File: config.mk
export PLATFORM = sky130hd
export DESIGN_NAME = bitpack_unit
export DESIGN_NICKNAME = d
export VERILOG_FILES = /design/src/rtl/bpu_pkg.sv /design/src/rtl/bpu_count.sv /design/src/rtl/bpu_logic.sv /design/src/rtl/bpu_pack.sv /design/src/rtl/bitpack_unit.sv
export SDC_FILE = /design/constraint.sdc
export NUM_CORES = 1
export LEC_CHECK = 0
export BUFFER_PORTS_ARGS = -buffer_cell sky130_fd_sc_hd__buf_4
export CELL_PAD_IN_SITES_DETAIL_PLACEMENT = 2
export CELL_PAD_IN_SITES_GLOBAL_PLACEMENT = 2
export CORE_MARGIN = 4
export CORE_UTILIZATION = 33
export DETAILED_ROUTE_END_ITERATION = 10
export PLACE_DENSITY_LB_ADDON = 0.1
export SETUP_SLACK_MARGIN = 0.02
export SKIP_LAST_GASP = 1
export SYNTH_ARGS = -nofsm -noshare
export SYNTH_HDL_FRONTEND = slang
export SYNTH_HIERARCHICAL = 1
export SYNTH_SLANG_ARGS = --single-unit
File: constraint.sdc
create_clock -name vclk -period 5.2
set_input_delay 0.26 -clock vclk [all_inputs]
set_output_delay 0.26 -clock vclk [all_outputs]
set_load 0.005 [all_outputs]
File: src/rtl/bpu_pkg.sv
// Shared operation codes for the bit-count, pack and logic unit.
// Assumes a 5-bit code; any value not listed here is unimplemented.
package bpu_pkg;

    typedef enum logic [4:0] {
        OP_LZCNT  = 5'd0,
        OP_TZCNT  = 5'd1,
        OP_POPCNT = 5'd2,
        OP_ANDINV = 5'd3,
        OP_ORINV  = 5'd4,
        OP_XNOR   = 5'd5,
        OP_SMIN   = 5'd6,
        OP_SMAX   = 5'd7,
        OP_UMIN   = 5'd8,
        OP_UMAX   = 5'd9,
        OP_SXBYTE = 5'd10,
        OP_SXHALF = 5'd11,
        OP_PKLO   = 5'd12,
        OP_PKHI   = 5'd13,
        OP_PKBYTE = 5'd14
    } bpu_op_e;

    localparam int unsigned OP_CODE_W   = 5;
    localparam int unsigned OP_LAST_IMP = 14;

endpackage

File: src/rtl/bpu_count.sv
// Bit counters: leading zeros, trailing zeros and set bits of one operand.
// Assumes XLEN >= 2. An all-zero operand yields XLEN for both zero counts.
module bpu_count #(
    parameter int unsigned XLEN = 32,
    localparam int unsigned CW  = $clog2(XLEN + 1)
) (
    input  logic [XLEN-1:0] val_i,
    output logic [CW-1:0]   lead_o,
    output logic [CW-1:0]   trail_o,
    output logic [CW-1:0]   ones_o
);

    // Leading zeros: the highest set bit is the last one to write the count.
    always_comb begin
        lead_o = CW'(XLEN);
        for (int i = 0; i < int'(XLEN); i++) begin
            if (val_i[i]) begin
                lead_o = CW'(int'(XLEN) - 1 - i);
            end
        end
    end

    // Trailing zeros: the lowest set bit is the last one to write the count.
    always_comb begin
        trail_o = CW'(XLEN);
        for (int i = int'(XLEN) - 1; i >= 0; i--) begin
            if (val_i[i]) begin
                trail_o = CW'(i);
            end
        end
    end

    // Population count: a plain sum of all bits.
    always_comb begin
        ones_o = '0;
        for (int i = 0; i < int'(XLEN); i++) begin
            ones_o = ones_o + CW'(val_i[i]);
        end
    end

endmodule

File: src/rtl/bpu_logic.sv
// Inverted-operand logic, signed and unsigned min/max, and sign extension.
// Assumes XLEN >= 16 so that the halfword extension has bits to fill.
module bpu_logic #(
    parameter int unsigned XLEN = 32
) (
    input  logic [XLEN-1:0] a_i,
    input  logic [XLEN-1:0] b_i,
    output logic [XLEN-1:0] andinv_o,
    output logic [XLEN-1:0] orinv_o,
    output logic [XLEN-1:0] xnor_o,
    output logic [XLEN-1:0] smin_o,
    output logic [XLEN-1:0] smax_o,
    output logic [XLEN-1:0] umin_o,
    output logic [XLEN-1:0] umax_o,
    output logic [XLEN-1:0] sxbyte_o,
    output logic [XLEN-1:0] sxhalf_o
);

    logic a_lt_s;
    logic a_lt_u;

    // Bitwise operations in which operand B is inverted.
    always_comb begin
        andinv_o = a_i & ~b_i;
        orinv_o  = a_i | ~b_i;
        xnor_o   = ~(a_i ^ b_i);
    end

    // Two magnitude comparisons shared by the four min/max selections.
    always_comb begin
        a_lt_s = $signed(a_i) < $signed(b_i);
        a_lt_u = a_i < b_i;
    end

    // Pick the minimum and maximum from the comparison results.
    always_comb begin
        smin_o = a_lt_s ? a_i : b_i;
        smax_o = a_lt_s ? b_i : a_i;
        umin_o = a_lt_u ? a_i : b_i;
        umax_o = a_lt_u ? b_i : a_i;
    end

    // Replicate the byte or halfword sign bit upward.
    always_comb begin
        sxbyte_o = {{(XLEN-8){a_i[7]}}, a_i[7:0]};
        sxhalf_o = {{(XLEN-16){a_i[15]}}, a_i[15:0]};
    end

endmodule

File: src/rtl/bpu_pack.sv
// Operand packing: low halves, high halves, and two low bytes.
// Assumes XLEN is even and at least 16.
module bpu_pack #(
    parameter int unsigned XLEN = 32,
    localparam int unsigned HALF = XLEN / 2
) (
    input  logic [XLEN-1:0] a_i,
    input  logic [XLEN-1:0] b_i,
    output logic [XLEN-1:0] pklo_o,
    output logic [XLEN-1:0] pkhi_o,
    output logic [XLEN-1:0] pkbyte_o
);

    // Join the half-width fields of both operands.
    always_comb begin
        pklo_o = {b_i[HALF-1:0], a_i[HALF-1:0]};
        pkhi_o = {b_i[XLEN-1:HALF], a_i[XLEN-1:HALF]};
    end

    // Join the two low bytes and clear everything above them.
    always_comb begin
        pkbyte_o = {{(XLEN-16){1'b0}}, b_i[7:0], a_i[7:0]};
    end

endmodule

File: src/rtl/bitpack_unit.sv
// Top of the bit-count, pack and logic unit. It is purely combinational,
// with no clock and no state. It assumes XLEN is 32 or 64. Each operation
// has its own datapath; a final multiplexer on the operation code picks
// one result. Unimplemented codes give zero and raise illegal_o.
module bitpack_unit
    import bpu_pkg::*;
#(
    parameter int unsigned XLEN = 32
) (
    input  logic [OP_CODE_W-1:0] op_i,
    input  logic [XLEN-1:0]      src_a_i,
    input  logic [XLEN-1:0]      src_b_i,
    output logic [XLEN-1:0]      result_o,
    output logic                 illegal_o
);

    localparam int unsigned CW = $clog2(XLEN + 1);

    logic [CW-1:0]   lead_cnt, trail_cnt, ones_cnt;
    logic [XLEN-1:0] andinv_r, orinv_r, xnor_r;
    logic [XLEN-1:0] smin_r, smax_r, umin_r, umax_r;
    logic [XLEN-1:0] sxbyte_r, sxhalf_r;
    logic [XLEN-1:0] pklo_r, pkhi_r, pkbyte_r;
    bpu_op_e         op_sel;

    bpu_count #(.XLEN(XLEN)) u_count (
        .val_i   (src_a_i),
        .lead_o  (lead_cnt),
        .trail_o (trail_cnt),
        .ones_o  (ones_cnt)
    );

    bpu_logic #(.XLEN(XLEN)) u_logic (
        .a_i      (src_a_i),
        .b_i      (src_b_i),
        .andinv_o (andinv_r),
        .orinv_o  (orinv_r),
        .xnor_o   (xnor_r),
        .smin_o   (smin_r),
        .smax_o   (smax_r),
        .umin_o   (umin_r),
        .umax_o   (umax_r),
        .sxbyte_o (sxbyte_r),
        .sxhalf_o (sxhalf_r)
    );

    bpu_pack #(.XLEN(XLEN)) u_pack (
        .a_i      (src_a_i),
        .b_i      (src_b_i),
        .pklo_o   (pklo_r),
        .pkhi_o   (pkhi_r),
        .pkbyte_o (pkbyte_r)
    );

    // Read the raw code as the operation type.
    always_comb begin
        op_sel = bpu_op_e'(op_i);
    end

    // Result selection; the default arm covers every unimplemented code.
    always_comb begin
        illegal_o = 1'b0;
        case (op_sel)
            OP_LZCNT:  result_o = {{(XLEN-CW){1'b0}}, lead_cnt};
            OP_TZCNT:  result_o = {{(XLEN-CW){1'b0}}, trail_cnt};
            OP_POPCNT: result_o = {{(XLEN-CW){1'b0}}, ones_cnt};
            OP_ANDINV: result_o = andinv_r;
            OP_ORINV:  result_o = orinv_r;
            OP_XNOR:   result_o = xnor_r;
            OP_SMIN:   result_o = smin_r;
            OP_SMAX:   result_o = smax_r;
            OP_UMIN:   result_o = umin_r;
            OP_UMAX:   result_o = umax_r;
            OP_SXBYTE: result_o = sxbyte_r;
            OP_SXHALF: result_o = sxhalf_r;
            OP_PKLO:   result_o = pklo_r;
            OP_PKHI:   result_o = pkhi_r;
            OP_PKBYTE: result_o = pkbyte_r;
            default: begin
                result_o  = '0;
                illegal_o = 1'b1;
            end
        endcase
    end

endmodule

# Word level (Yosys, flattened, before mapping)
# Cells that the tools add are included.
# classes
bitwise_logic	5
add_sub_neg	31
n_eq_ne	14
reduce_logical	2
div_mod_pow	0
muxes	70
n_lt_le_gt_ge	2
shift	0
mul	0
# ops
cell	count
32-bit one-hot mux with 15 select lines	1
6-bit two-way mux	64
6-bit by 1-bit adder with 6-bit output	30
32-bit two-way mux	4
32-bit less-than comparator	2
32-bit inverter	2
5-bit by 4-bit == test with 1-bit output, second input constant	7
32-bit AND	1
32-bit bitwise OR	1
32-bit bitwise XOR	1
5-bit by 3-bit == test with 1-bit output, second input constant	4
15-bit OR reduction	1
5-bit by 2-bit == test with 1-bit output, second input constant	2
5-bit by 1-bit == test with 1-bit output, second input constant	1
5-bit zero test	1
1-bit by 1-bit adder with 2-bit output	1
1-bit two-way mux	1
# word_totals
wordCells	124
latch_bits	0
mem_bits_rw	0
in_bits	69
ff_bits	0
romBits	0
n_memories	0

# Logic depth before layout (Yosys ltp)
# Gate-level depths: netlist of run 1.
# depth
ltp_word	33
ltp_mapped	21
ltp_nobuf	21

# By module
# Netlist of run 1, hierarchy kept.
# by_module_without_submodules
mod	area_each_um2	instances	seq_area_each_um2	cells_per_inst
bitpack_unit	3573.4	1	0.0	485
bpu_logic	3455.8	1	0.0	420
bpu_count	1425.1	1	0.0	186
bpu_pack	724.4	1	0.0	97

# Worst setup path after synthesis of run 1
# Ideal clock, no wire load.
# synth_path
path_type	input to output
startpoint	input port src_a_i[23]
endpoint	output port result_o[4]
path_slack_ps	161
path_buffers	0
required_ps	4940
cell_stages	21
arrival_time_ps	4779
path_cell_list	fa_1 -> fa_1 -> inv_1 -> fa_1 -> inv_1 -> fa_1 -> fa_1 -> inv_1 -> fa_1 -> inv_1 -> ha_1 -> inv_1 -> fa_1 -> inv_1 -> a21o_1 -> a21oi_1 -> xnor2_1 -> mux2i_1 -> o21ai_0 -> a211oi_1 -> o211ai_1
# synth_between
elab_cells_between_ends	49
# synth_rtl
element	line	text
start: declaration	bitpack_unit.sv:11	input logic [XLEN-1:0] src_a_i,
6-bit by 1-bit adder with 6-bit output (9 in a row)	bpu_count.sv:37	ones_o = ones_o + CW'(val_i[i]);
via ones_cnt[4]	bitpack_unit.sv:19	logic [CW-1:0] lead_cnt, trail_cnt, ones_cnt;
32-bit one-hot mux with 15 select lines	bitpack_unit.sv:63	case (op_sel)
end: declaration	bitpack_unit.sv:13	output logic [XLEN-1:0] result_o,
# The timed path passes the listed nets, and every way through them passes these cells.

# Final worst setup path of run 1
# layout_path
startpoint	input port src_a_i[15]
endpoint	output port result_o[5]
# layout_between
elab_chain_len	18
elab_cells_between_ends	57
# layout_rtl
element	line
6-bit by 1-bit adder with 6-bit output (17 in a row)	bpu_count.sv:37
via ones_cnt[5]	bitpack_unit.sv:19
32-bit one-hot mux with 15 select lines	bitpack_unit.sv:63
# The timed path passes the listed nets, and every way through them passes these cells.

==> impl_metrics.csv, run 1 <==
group,metric,value,unit
status,status,"finished, violations left",
status,failed_checks,"setup timing",
die,row_count,60,
sta,slew_violations,0,
sta,clock.fmax,186,MHz
cells_and_area,diodes,0,
routing,vias,8385,
sta,period_needed,5370,ps
routing,routed_via_density,5.59,
routing,firstDrtPassIters,4,
global_routing,grt_max_degree,62,
yosys,synth_fa_ha_area_share,15.3,%
routing,totalWireLength,37900,um
yosys,ys_seq_area_share,0,%
sta,relSlewSlack,29.2,%
cells_and_area,seq_cell_count,0,
yosys,ys_types,74,
sta,holdWs,866,ps
yosys,synth_top_family_by_area,"multiplexers",
placed_design,port_buffers,102,
yosys,postSynthCellCount,1188,
sta,finalSetupViolations,4,
yosys,muxShareOfSynthArea,26.4,%
routing,wl_per_cell,25.2,um
sta,finalCritPeriodShare,103,%
setup_path,cp-start-kind,"primary input",
routing,drc,0,
global_routing,first_global_vias,9100,
cells_and_area,final_common_cell,"mux2i_1",
global_routing,grt_use_total,23.8,%
cells_and_area,ff_latch_area,0,um^2
placed_design,dp_cells,1499,
setup_path,required,4940,ps
setup_path,crit_path_end_kind,"output pin",
global_routing,grt_first_pass_wirelength,57300,um
setup_path,cp_cell_sequence,"buf_6 > fa_1 > inv_2 > fa_1 > inv_1 > fa_1 > fa_1 > fa_1 > inv_1 > fa_1 > inv_2 > ha_4 > buf_6 > a21o_1 > a21oi_2 > nor2b_1 > o21a_1 > mux4_2 > nand2_1 > nand3_1 > buf_4",
cells_and_area,fillers,3217,
die,die_w,175,um
cells_and_area,multi_input_area,7020,um^2
yosys,synth-simple-area-share,16.8,%
placed_design,dpl.hpwl,28600,um
die,dieHeight,175,um
routing,drtIter0Drc,392,
hold_path,min_path_type,"primary input to output pin",
setup_path,cpPeakStageDelay,560,ps
sta,hold_viol,0,
setup_path,arrival,5110,ps
hold_path,hold_depth,4,
cells_and_area,drive_gt1_share,17.9,%
die,die-area,30500,um^2
setup_path,path_class,"primary input to output pin",
setup_path,crit_top_cell,"fa_1",
yosys,syn_area,9180,um^2
sta,setup_slack,-166,ps
power_and_ir_drop,p_per_area,196,nW/um^2
setup_path,crit_fanout,2,
power_and_ir_drop,peakVddDrop,0.000418,V
sta,tightest_slew,1060,ps
cells_and_area,final_nets,1297,
die,fp.coreArea,27200,um^2
cells_and_area,layout_common_cells,"196 x mux2i_1, 144 x buf_4, 139 x inv_1",
yosys,synth_compound_area_share,16.5,%
routing,ant_nets,0,
cells_and_area,final_cells,1500,
die,initial_core_util,33.8,%
cells_and_area,nClkBuffers,0,
yosys,avgSynthCellArea,7.73,um^2
placed_design,gp_congestion,0.833,
yosys,synth-xor-area-share,0.286,%
sta,rsz0062_at_grt,"true",
die,io_pins,102,
global_routing,antenna_found_initial,0,
power_and_ir_drop,p_leak,4.67,nW
yosys,yosysWarnings,6,
global_routing,gr-total-overflow,0,
cells_and_area,syn_to_final_growth,0.273,%
run,max-cap-violations,0,
setup_path,slowest_stage,"fa_1",
-- repair_timing --
action / 4_1_cts / 5_1_grt
buffers inserted: 3 / 0
endpoints found under the setup margin: 5 / 5
resized for setup: 21 / 1
hold buffers: 0 / 0
cloned: 0 / 0
pin swaps: 17 / 7
-- worst max-delay path: cells and delay by family --
kind            cells  cell delay, ps
mux                 1             450
simple gates        3             210
fa+ha+maj           7            3160
buf+inv             7             550
compound gates      3             470
-- metal layers --
| metal | vias up | share of wire (%) | track usage, % |
|---|---|---|---|
| li1 | 3923 | - | - |
| met1 | 4301 | 46 | 31.9 |
| met2 | 138 | 50 | 43.8 |
| met3 | 23 | 2.6 | 1.04 |
| met4 | 0 | 1.2 | 2.68 |
| met5 | - | 0 | 0 |
-- power breakdown --
part / internal (W) / switching [W]
Sequential: 0 / 0
Combinational: 0.000854 / 0.000953
Clock: 0 / 0
-- synthesized netlist by cell type (8+ instances only) --
library cell	count	share of area [%]
clkbuf_1	11	0.45
nand3_1	15	0.82
nand2b_1	8	0.55
buf_4	170	14
a221oi_1	8	0.76
mux2i_1	196	21
buf_6	15	1.8
a22o_1	9	0.86
a21oi_1	53	2.9
nor3_1	9	0.49
inv_1	143	5.8
a32o_1	10	1.1
nor2b_1	10	0.68
o21ai_0	37	2.0
a211oi_1	11	0.90
nor2_1	71	2.9
and3_1	34	2.3
buf_2	23	1.3
mux2_2	11	1.3
mux2_1	20	2.5
nand3b_1	11	0.90
nand2_1	37	1.5
fa_1	24	5.2
ha_1	74	10
nand4_1	27	1.8
a22oi_1	18	1.5
and2_1	11	0.75
-- worst paths after layout --
path                    start           end  slack, ps
setup / recovery  src_a_i[15]   result_o[5]       -170
hold / removal    src_b_i[28]  result_o[28]        870
-- cells by family after synthesis --
group,after synthesis
buffers and inverters,369
AND/OR/NAND/NOR,271
multiplexers,232
AO/OA/AOI/OAI,214
adder cells (fa/ha/maj),98
XOR/XNOR,3
other,1
-- cell type report --
cell class         count  area share, %
multi-input cells    834           76.3
repair buffers       151           12.8
inverters            143           5.83
well taps            372           5.06
-- per-stage QoR --
| stage | cell area [um^2] | setup slack [ps] | power (W) | util [%] | TNS (ps) |
|---|---|---|---|---|---|
| finish | 9200 | -166 | 0.00181 | 33.9 | -393 |
| global route | 9200 | -460 | 0.00203 | 33.9 | -1580 |
| CTS | 9210 | -194 | 0.00189 | 33.9 | -514 |
| detailed placement | 9140 | -375 | 0.00170 | 33.6 | -1110 |
| global placement | 9140 | -353 | 0.00166 | 33.6 | -959 |
| floorplan | 9240 | 161 | 0.00121 | - | 0 |
Note: power is estimated with default switching activity, not from simulation.
==> inputs of run 2 (changes only) <==
==> constraint.sdc (replaced) <==
create_clock -name vclk -period 5.2
set_input_delay 1.56 -clock vclk [all_inputs]
set_output_delay 1.56 -clock vclk [all_outputs]
set_load 0.005 [all_outputs]
==> run 2 against run 1 <==
Compared with the run above: the run still ends with setup timing left; wire length rose by 9.1%; combinational power increased by 20%; via count grew 10%; first-iteration DRC count is 30% higher; total power rose by 21%; highest routed layer unchanged.
==> impl_metrics.csv, run 2 (synthesis gave the netlist of run 1 again) <==
group,metric,value,unit
setup_path,crit_family,"adder cells",
routing,totalWireLength,41300,um
die,initial_core_util,33.8,%
power_and_ir_drop,p_leak,5.70,nW
placed_design,port_buffers,102,
routing,ant_nets,0,
setup_path,crit_fanout,2,
placed_design,place_ws,-2880,ps
cells_and_area,nClkBuffers,0,
die,die-area,30500,um^2
cells_and_area,fillers,3198,
sta,relSlewSlack,30.5,%
routing,drtIter0Drc,511,
setup_path,path_depth,23,
die,dieHeight,175,um
cells_and_area,syn_to_final_growth,20.4,%
die,row_count,60,
hold_path,hold_depth,4,
routing,routed_via_density,5.45,
cells_and_area,diodes,0,
global_routing,grt_max_degree,35,
setup_path,worst-path-buf-inv,8,
cells_and_area,drive_gt1_share,33.3,%
power_and_ir_drop,peakVddDrop,0.000427,V
global_routing,gr-total-overflow,0,
status,failed_checks,"setup timing",
power_and_ir_drop,power,0.00218,W
cells_and_area,final_nets,1488,
routing,vias,9221,
sta,setup_slack,-2810,ps
placed_design,dpl.hpwl,33400,um
cells_and_area,seq_cell_count,0,
hold_path,min_path_type,"primary input to output pin",
global_routing,grt_first_pass_wirelength,62300,um
die,io_pins,102,
cells_and_area,layout_common_cells,"317 x buf_4, 196 x mux2i_1, 129 x inv_1",
sta,clock.fmax,125,MHz
sta,hold_viol,0,
run,max-cap-violations,0,
clock_network,postCtsHoldBufs,0,
setup_path,cp-start-kind,"primary input",
cells_and_area,ff_latch_area,0,um^2
sta,finalSetupViolations,32,
setup_path,cp_cell_sequence,"buf_8 > fa_1 > fa_2 > inv_2 > fa_1 > inv_2 > fa_2 > fa_1 > inv_1 > fa_2 > inv_2 > ha_4 > inv_2 > fa_2 > inv_1 > a21o_1 > a21oi_2 > xnor2_1 > mux2i_1 > o21ai_1 > a211oi_1 > o211ai_1 > buf_4",
sta,period_needed,8010,ps
cells_and_area,multi_input_area,7260,um^2
routing,drc,0,
global_routing,grt_use_total,25.9,%
die,die_w,175,um
global_routing,antenna_found_initial,0,
setup_path,required,3640,ps
die,fp.coreArea,27200,um^2
cells_and_area,final_common_cell,"buf_4",
setup_path,slowest_stage,"fa_2",
placed_design,gp_congestion,0.881,
setup_path,path_class,"primary input to output pin",
power_and_ir_drop,pwr-share-comb,100.0,%
sta,slew_violations,0,
power_and_ir_drop,p_sw,0.00105,W
setup_path,cpPeakStageDelay,560,ps
setup_path,crit_path_end_kind,"output pin",
global_routing,first_global_vias,10000,
setup_path,arrival,6450,ps
routing,firstDrtPassIters,5,
routing,wl_per_cell,24.4,um
sta,finalCritPeriodShare,154,%
power_and_ir_drop,power.internal,0.00113,W
sta,rsz0062_at_grt,"true",
power_and_ir_drop,pwr-share-clk,0,%
power_and_ir_drop,p_seq_share,0,%
status,status,"finished, violations left",
sta,tightest_slew,1040,ps
power_and_ir_drop,switching_share,48.2,%
power_and_ir_drop,p_per_area,197,nW/um^2
[run 2: cell types whose count changed in the layout (fill, tap and decap cells not counted), sizes merged]
cell	change
buf	+191
clkinvlp	+6
inv	-6
[run 2: power groups by stage]
stage	clock, W	combinational [W]	sequential, W
floorplan	0	0.00127	0
global placement	0	0.00191	0
detailed placement	0	0.00198	0
CTS	0	0.00217	0
global route	0	0.00242	0
finish	0	0.00218	0
[run 2: timing repair]
action,in CTS,in global routing
pin swaps,14,22
setup buffers,4,1
setup endpoints to repair,32,32
gates resized for setup,39,20
[run 2: final cells by class]
class / count / share of cell area, %
Inverter: 143 / 5.06
Multi-Input combinational cell: 834 / 65.7
Tap cell: 372 / 4.21
Timing Repair Buffer: 342 / 25.0
[run 2: path summary, 6_finish.rpt]
kind | startpoint | end | slack (ps)
hold / removal | src_b_i[18] | result_o[18] | 3460
setup / recovery | src_a_i[23] | result_o[4] | -2810
[run 2: stage by stage]
stage / cell area, um^2 / hold WS, ps / instances / utilization, % / TNS (ps)
after floorplan: 9410 / 3310 / 1203 / - / -14850
after global placement: 10800 / 3470 / 1688 / 39.8 / -47020
after detailed placement: 10800 / 3470 / 1688 / 39.8 / -48790
after CTS: 11000 / 3470 / 1691 / 40.4 / -43650
after global routing: 11100 / 3490 / 1691 / 40.7 / -47170
final: 11100 / 3460 / 1691 / 40.7 / -42650
[run 2: routing by layer]
| layer | wire length (um) | global-route usage, % | vias up |
|---|---|---|---|
| met3 | 1230 | 1.21 | 41 |
| met5 | 0 | 0 | - |
| met1 | 18400 | 33.8 | 4679 |
| met4 | 1230 | 5.40 | 0 |
| met2 | 20500 | 47.2 | 186 |
| li1 | - | - | 4315 |
